$ cat src/rtl/osc_status_pkg.sv
package osc_status_pkg;

    // Default lock interval in reference-clock cycles
    localparam int unsigned DEF_LOCK_CYCLES = 2048;
    // Default secondary oscillator warm-up length in cycles
    localparam int unsigned DEF_WARM_COUNT  = 1024;

    // Width needed to hold values 0..limit inclusive
    function automatic int unsigned span_width(input int unsigned limit);
        return (limit < 2) ? 1 : $clog2(limit + 1);
    endfunction

endpackage

$ cat src/rtl/pll_lock_timer.sv
module pll_lock_timer
    import osc_status_pkg::*;
#(
    parameter int unsigned LOCK_CYCLES = DEF_LOCK_CYCLES,
    parameter bit          BOOT_PLL    = 1'b1
) (
    input  logic clk,
    input  logic rst_n,
    input  logic switch_stb,
    input  logic dest_uses_pll,
    output logic locked
);

    localparam int unsigned CW = span_width(LOCK_CYCLES);
    localparam logic [CW-1:0] LOAD_VAL = CW'(LOCK_CYCLES);
    localparam logic [CW-1:0] LAST_VAL = CW'(1);

    typedef struct packed {
        logic          on_pll;
        logic          locked;
        logic [CW-1:0] left;
    } lock_st_t;

    lock_st_t st_d, st_q;

    always_comb begin
        st_d = st_q;
        if (switch_stb) begin
            // Any switch drops the flag; a PLL destination restarts the interval
            st_d.on_pll = dest_uses_pll;
            st_d.left   = LOAD_VAL;
            st_d.locked = 1'b0;
        end else if (!st_q.on_pll) begin
            st_d.left   = LOAD_VAL;
            st_d.locked = 1'b0;
        end else if (st_q.left != '0) begin
            st_d.left   = st_q.left - 1'b1;
            st_d.locked = (st_q.left == LAST_VAL);
        end
    end

    always_ff @(posedge clk or negedge rst_n) begin
        if (!rst_n) begin
            st_q.on_pll <= BOOT_PLL;
            st_q.locked <= 1'b0;
            st_q.left   <= LOAD_VAL;
        end else begin
            st_q <= st_d;
        end
    end

    assign locked = st_q.locked;

    AST_LOCK_NONPLL_CLEAR: assert property (@(posedge clk) disable iff (!rst_n)
        !st_q.on_pll |-> !locked);
    AST_LOCK_SWITCH_DROP: assert property (@(posedge clk) disable iff (!rst_n)
        switch_stb |=> !locked);
    AST_LOCK_HOLDS: assert property (@(posedge clk) disable iff (!rst_n)
        (locked && !switch_stb) |=> locked);
    AST_LOCK_RISE_AT_END: assert property (@(posedge clk) disable iff (!rst_n)
        (!locked && st_q.on_pll && !switch_stb && st_q.left > LAST_VAL) |=> !locked);

endmodule

$ cat src/rtl/sosc_warmup.sv
module sosc_warmup
    import osc_status_pkg::*;
#(
    parameter int unsigned WARM_COUNT = DEF_WARM_COUNT
) (
    input  logic clk,
    input  logic rst_n,
    input  logic cfg_allow,
    input  logic sw_on,
    output logic ready,
    output logic pins_owned
);

    localparam int unsigned WW = span_width(WARM_COUNT);
    localparam logic [WW-1:0] FINAL_VAL = WW'(WARM_COUNT - 1);

    typedef struct packed {
        logic          own;
        logic          ready;
        logic [WW-1:0] cnt;
    } warm_st_t;

    warm_st_t st_d, st_q;
    logic     run_en;

    always_comb begin
        run_en = cfg_allow & sw_on;
        st_d   = st_q;
        st_d.own = run_en;
        if (!run_en) begin
            st_d.cnt   = '0;
            st_d.ready = 1'b0;
        end else if (!st_q.ready) begin
            st_d.cnt   = st_q.cnt + 1'b1;
            st_d.ready = (st_q.cnt == FINAL_VAL);
        end
    end

    always_ff @(posedge clk or negedge rst_n) begin
        if (!rst_n) begin
            st_q <= '0;
        end else begin
            st_q <= st_d;
        end
    end

    assign ready      = st_q.ready;
    assign pins_owned = st_q.own;

    AST_SOSC_GATED: assert property (@(posedge clk) disable iff (!rst_n)
        !(cfg_allow && sw_on) |=> (!ready && !pins_owned));
    AST_READY_STICKY: assert property (@(posedge clk) disable iff (!rst_n)
        (ready && cfg_allow && sw_on) |=> ready);
    AST_CNT_BOUND: assert property (@(posedge clk) disable iff (!rst_n)
        st_q.cnt <= WW'(WARM_COUNT));
    AST_READY_NEEDS_PINS: assert property (@(posedge clk) disable iff (!rst_n)
        ready |-> pins_owned);

endmodule

$ cat src/rtl/osc_health_status.sv
module osc_health_status
    import osc_status_pkg::*;
#(
    parameter int unsigned LOCK_CYCLES = DEF_LOCK_CYCLES,
    parameter int unsigned WARM_COUNT  = DEF_WARM_COUNT,
    parameter bit          BOOT_PLL    = 1'b1
) (
    input  logic clk_ref,
    input  logic por_n,
    input  logic cfg_sosc_allow,
    input  logic sw_sosc_on,
    input  logic switch_stb,
    input  logic dest_uses_pll,
    output logic pll_locked,
    output logic sosc_ready,
    output logic sosc_pins_owned
);

    pll_lock_timer #(
        .LOCK_CYCLES (LOCK_CYCLES),
        .BOOT_PLL    (BOOT_PLL)
    ) u_lock (
        .clk           (clk_ref),
        .rst_n         (por_n),
        .switch_stb    (switch_stb),
        .dest_uses_pll (dest_uses_pll),
        .locked        (pll_locked)
    );

    sosc_warmup #(
        .WARM_COUNT (WARM_COUNT)
    ) u_warm (
        .clk        (clk_ref),
        .rst_n      (por_n),
        .cfg_allow  (cfg_sosc_allow),
        .sw_on      (sw_sosc_on),
        .ready      (sosc_ready),
        .pins_owned (sosc_pins_owned)
    );

    // Switch strobes must not disturb the secondary oscillator flags
    AST_SOSC_IGNORES_SWITCH: assert property (@(posedge clk_ref) disable iff (!por_n)
        (switch_stb && cfg_sosc_allow && sw_sosc_on && sosc_ready) |=> sosc_ready);

endmodule

$ cat config.mk
export PLATFORM = sky130hd
export DESIGN_NAME = osc_health_status
export DESIGN_NICKNAME = d
export VERILOG_FILES = /design/src/rtl/osc_status_pkg.sv /design/src/rtl/pll_lock_timer.sv /design/src/rtl/sosc_warmup.sv /design/src/rtl/osc_health_status.sv
export SDC_FILE = /design/constraint.sdc
export NUM_CORES = 1
export LEC_CHECK = 0
export CAP_MARGIN = 30
export CORE_UTILIZATION = 42
export CTS_BUF_LIST = sky130_fd_sc_hd__clkbuf_8
export CTS_CLUSTER_SIZE = 10
export DETAILED_ROUTE_END_ITERATION = 7
export DONT_BUFFER_PORTS = 1
export GPL_ROUTABILITY_DRIVEN = 0
export HOLD_SLACK_MARGIN = 0.03
export PLACE_DENSITY = 0.69
export SLEW_MARGIN = 20
export SYNTH_ARGS = -nofsm -noshare
export SYNTH_HDL_FRONTEND = slang
export SYNTH_HIERARCHICAL = 1
export SYNTH_SLANG_ARGS = --single-unit
$ cat constraint.sdc
create_clock -name clk_ref -period 1.9 [get_ports clk_ref]
set_clock_uncertainty 0.15 [all_clocks]
set_input_delay 0.38 -clock clk_ref [delete_from_list [all_inputs] [get_ports clk_ref]]
set_output_delay 0.38 -clock clk_ref [all_outputs]
set_load 0.02 [all_outputs]
Word-level counts from Yosys, hierarchy flattened
Index checks and enable logic that the tools add are counted.
{"block": "op_classes", "shift": 0, "n_mux": 5, "bitwise_logic": 1, "n_eq_ne": 4, "addsub": 2, "div": 0, "n_lt_le_gt_ge": 0, "multipliers": 0, "n_reduce_logical": 1}
{"operator": "$mux W13", "n": 3}
{"operator": "$mux W12", "n": 2}
{"operator": "$eq A12 B1 Y1 const B", "n": 1}
{"operator": "$reduce_bool A12 Y1", "n": 1}
{"operator": "$sub A12 B1 Y12 const B", "n": 1}
{"operator": "$add A11 B1 Y11 const B", "n": 1}
{"operator": "$eq A11 B10 Y1 const B", "n": 1}
{"operator": "$ne A3 B3 Y1 const B", "n": 1}
{"operator": "$ne A2 B2 Y1 const B", "n": 1}
{"operator": "$and A1 B1 Y1", "n": 1}
{"block": "totals", "rom_bits": 0, "mem_count": 0, "latch_bits": 0, "mem_bits_rw": 0, "output_inout_bits": 3, "register_bits": 27}

Depth between registers and ports, before layout
{"block": "logic_depth", "ltp_word": 4, "ltp_mapped": 6, "mapped_depth_nobuf": 6}

Cells and area by module
The synthesis kept the hierarchy.
{"module": "pll_lock_timer", "seq_area_each_um2": 352.8, "area_each_um2": 789.5, "instances": 1, "cells_per_inst": 80}
{"module": "sosc_warmup", "seq_area_each_um2": 325.3, "area_each_um2": 634.4, "instances": 1, "cells_per_inst": 59}

Least setup slack after synthesis
OpenSTA, ideal clock, no wires.
{"block": "synth_path", "path_kind": "reg2reg", "from": "reg u_lock/st_q[0] in the netlist's numbering", "to": "reg u_lock/st_q[6] in the netlist's numbering", "n_path_buf": 0, "path_slack_ns": 0.005, "stages_incl_launch_ff": 7, "arrival_ns": 1.622, "setup_ns": 0.124, "t_required_ns": 1.626, "cell_sequence": "dfrtp_1 > inv_1 > ha_1 > or4b_4 > o31ai_2 > or4_1 > nand2_1"}
{"block": "synth_via", "elab_chain_cells": 4, "word_cells_on_any_way": 6, "classes_between": "add/sub: 1; eq/ne: 1; mux: 3; reduce/logical: 1"}
{"element": "from (decl)", "line": "pll_lock_timer.sv:24", "source": "lock_st_t st_d, st_q;"}
{"element": "from (signal assigned)", "line": "pll_lock_timer.sv:48", "source": "st_q <= st_d;"}
{"element": "$sub A12 B1 Y12", "line": "pll_lock_timer.sv:37", "source": "st_d.left = st_q.left - 1'b1;"}
{"element": "$mux W13", "line": "pll_lock_timer.sv:36", "source": "end else if (st_q.left != '0) begin"}
{"element": "$mux W13", "line": "pll_lock_timer.sv:33", "source": "end else if (!st_q.on_pll) begin"}
{"element": "$mux W13", "line": "pll_lock_timer.sv:28", "source": "if (switch_stb) begin"}
Parallel ways exist; a longest one is shown, timed or not. The select of a mux whose other input is x is not followed.
A chain may end at the register's enable or synchronous reset.

Worst setup path in the final report
{"block": "layout_path", "from": "reg u_lock/st_q[1] in the netlist's numbering", "to": "reg u_lock/st_q[8] in the netlist's numbering"}
Same word-level chain as after synthesis.

==> metrics.cfg <==
[clock_network]
cts_sinks=27
clk_pin_slew_ns=0.09
cts_buffer_depth=2
ctsRootBufferMaster=clkbuf_8
clock_latency_ns=0.28
cts_tree=built
cts_inserted_buffers=3
htreeDepth=1

[worst_setup_path]
cp.required_ns=1.93
critPathArrivalTime_ns=1.87
path_class=reg2reg
worstSetupEndpointType=flip-flop
cp-start-kind=flip-flop
path_max_fanout=3

[die]
die_h_um=60.2
coreArea_um2=3130
initial_core_util_pct=45.5
die_x_um=60.2
num_rows=20
die-area_um2=3630
io_pins=9

[route]
drt_first_pass_iters=4
vias=1071
drcViolationCount=0
ant_nets=0
drt_iter0_drc=37
vias_per_cell=5.41
drt-wirelength-per-cell_um=14.4
wirelength_mm=2.85

[layout]
final_cell_area_um2=1680
layout.cells.non_filler=198
post-route-util_pct=53.6
fin_nets=165
fillCellCount=279
drive_gt1_share_pct=22.1
antenna_cells=0
syn_to_final_growth_pct=17.7

[synthesis]
synth_top_cell_area_share_pct=43.9
yosys.area.top_type=dfrtp_1
synthTopCellsByCount=dfrtp_1 (25), nor2_1 (18), nand2_1 (13)
synth-seq-cells=27
async_flop_share_pct=100
synthCells=139
synth_edf_count=0
yosys.cell_count.top_type=dfrtp_1
syn_nets=149
ys_warn_count=6
synth_cell_type_count=38
ys_seq_area_share_pct=47.6
ys_top_cells_by_area=dfrtp_1 (44%), nor2_1 (4.7%), dfstp_2 (3.7%)
synth-main-ff-cell=dfrtp_1
avgSynthCellArea_um2=10.2
synth_area_um2=1420

[global_route]
track_usage_pct=17.9
grt_overflow=0
grt_pass1_vias=1066
grt_max_degree=28
antenna_found_initial=0
grt_pass1_wl_mm=4.71

[timing]
fin_crit_sh_pct=96.9
fmax_mhz=543
slew_headroom_pct=68.9
finalHoldViolCount=0
final-setup-viol-count=0
tightest_slew_ns=0.465
tns_ns=0
drv_slew=0
holdWs_ns=0.0360
fin_crit_ns=1.84
rsz0062_at_grt=yes
layout_setup_ws_ns=0.0598

[power]
finalPower_mw=1.30
power_density_nw_per_um2=778
leakage_nw=0.749
ir_drop_mv=0.372

[run_status]
status=completed

[placed_design]
portBuffers=0
dp.cells=188
dp_hpwl_mm=1.94
placed_area_um2=1520
pre_cts_slack_ns=-0.0260

[hold_path]
hp-class=in2reg

[run]
max_cap_violations=0

-- placed cells by master, fill, tap and decap left out, types with 2 or more instances in the layout --
master / netlist / final
a21oi_1: 7 / 7
ha_1: 4 / 2
inv_2: 0 / 2
xnor2_1: 3 / 3
nand3_1: 2 / 2
o211ai_1: 2 / 2
nand2b_1: 3 / 3
dfrtp_1: 25 / 24
o31ai_1: 4 / 4
nand2_1: 13 / 13
or2_2: 2 / 2
o21ai_0: 4 / 4
nor2b_1: 2 / 2
clkbuf_8: 0 / 3
dfstp_2: 2 / 2
nor2_1: 18 / 18
or4_1: 6 / 6
or3_1: 2 / 2
nor4_1: 2 / 2
nand4b_1: 3 / 3
nand4_1: 3 / 3
mux2i_1: 5 / 5
buf_4: 0 / 12
inv_1: 4 / 3
ha_4: 0 / 2
nor3_1: 2 / 2
xor2_1: 5 / 5
-- power breakdown --
group | total (mW) | internal [mW] | switching (mW)
clock | 0.322 | 0.145 | 0.177
sequential | 0.652 | 0.609 | 0.0432
combinational | 0.330 | 0.167 | 0.162
total | 1.30 | 0.921 | 0.382
-- worst max-delay path, stage by stage (launching register included) --
cell	delay (ns)
dfrtp_1	0.41
inv_2	0.11
ha_4	0.14
or4b_4	0.49
o211ai_1	0.21
xor2_1	0.17
nor2_1	0.05
-- what timing repair did --
item,4_1_cts,5_1_grt
setup endpoints to repair,1,9
buffers inserted,0,4
pin swaps,1,3
hold buffers,2,0
resized for setup,2,8
hold endpoints to repair,27,0
-- routing by layer --
layer / global-route usage (%) / share of wire [%] / vias to the layer above
met1: 23.0 / 47 / 524
met2: 28.3 / 49 / 15
met3: 4.98 / 2.6 / 4
met4: 6.98 / 1.4 / 0
met5: 0 / 0 / -
li1: - / - / 528
-- final cells by class --
| cell class | instances | area, um^2 | area share, % |
|---|---|---|---|
| well taps | 44 | 55.1 | 3.29 |
| repair buffers | 14 | 120 | 7.17 |
| multi-input cells | 105 | 761 | 45.4 |
| inverters | 4 | 15.0 | 0.896 |
| flip-flops and latches | 27 | 679 | 40.6 |
| clock buffers | 3 | 41.3 | 2.46 |
| clock inverters | 1 | 3.75 | 0.224 |
-- flip-flops by register name (all words and copies together), names as in the netlist --
name	count
u_warm/pins_owned	1
u_lock/locked	1
u_lock/st_q	13
u_warm/ready	1
u_warm/st_q	11
-- path summary, 6_finish.rpt --
kind,from,depth (start not counted),slack (ns),to
setup / recovery,u_lock/st_q[1]$_DFFE_PN0P_,6,0.06,u_lock/st_q[8]$_DFFE_PN0P_
hold / removal,switch_stb,2,0.04,u_lock/st_q[13]$_DFFE_PN1P_
setup reg to reg,u_lock/st_q[1]$_DFFE_PN0P_,6,0.06,u_lock/st_q[8]$_DFFE_PN0P_
hold reg to reg,u_warm/st_q[10]$_DFFE_PN0P_,2,0.42,u_warm/st_q[10]$_DFFE_PN0P_
max in group asynchronous,por_n,2,0.99,u_lock/st_q[13]$_DFFE_PN1P_
min in group asynchronous,por_n,2,0.38,u_lock/locked$_DFFE_PN0P_
-- logic make-up after synthesis --
family,count (synthesis),share of synthesized area [%]
AOI/OAI and AO/OA,21,9.58
xor gates and xnor gates,8,4.92
adders and majority gates,4,3.52
buffers and inverters,7,2.37
DFF,27,47.6
muxes,5,3.52
and+or+nand+nor,67,28.5
Power figures use the tool's default switching activity.
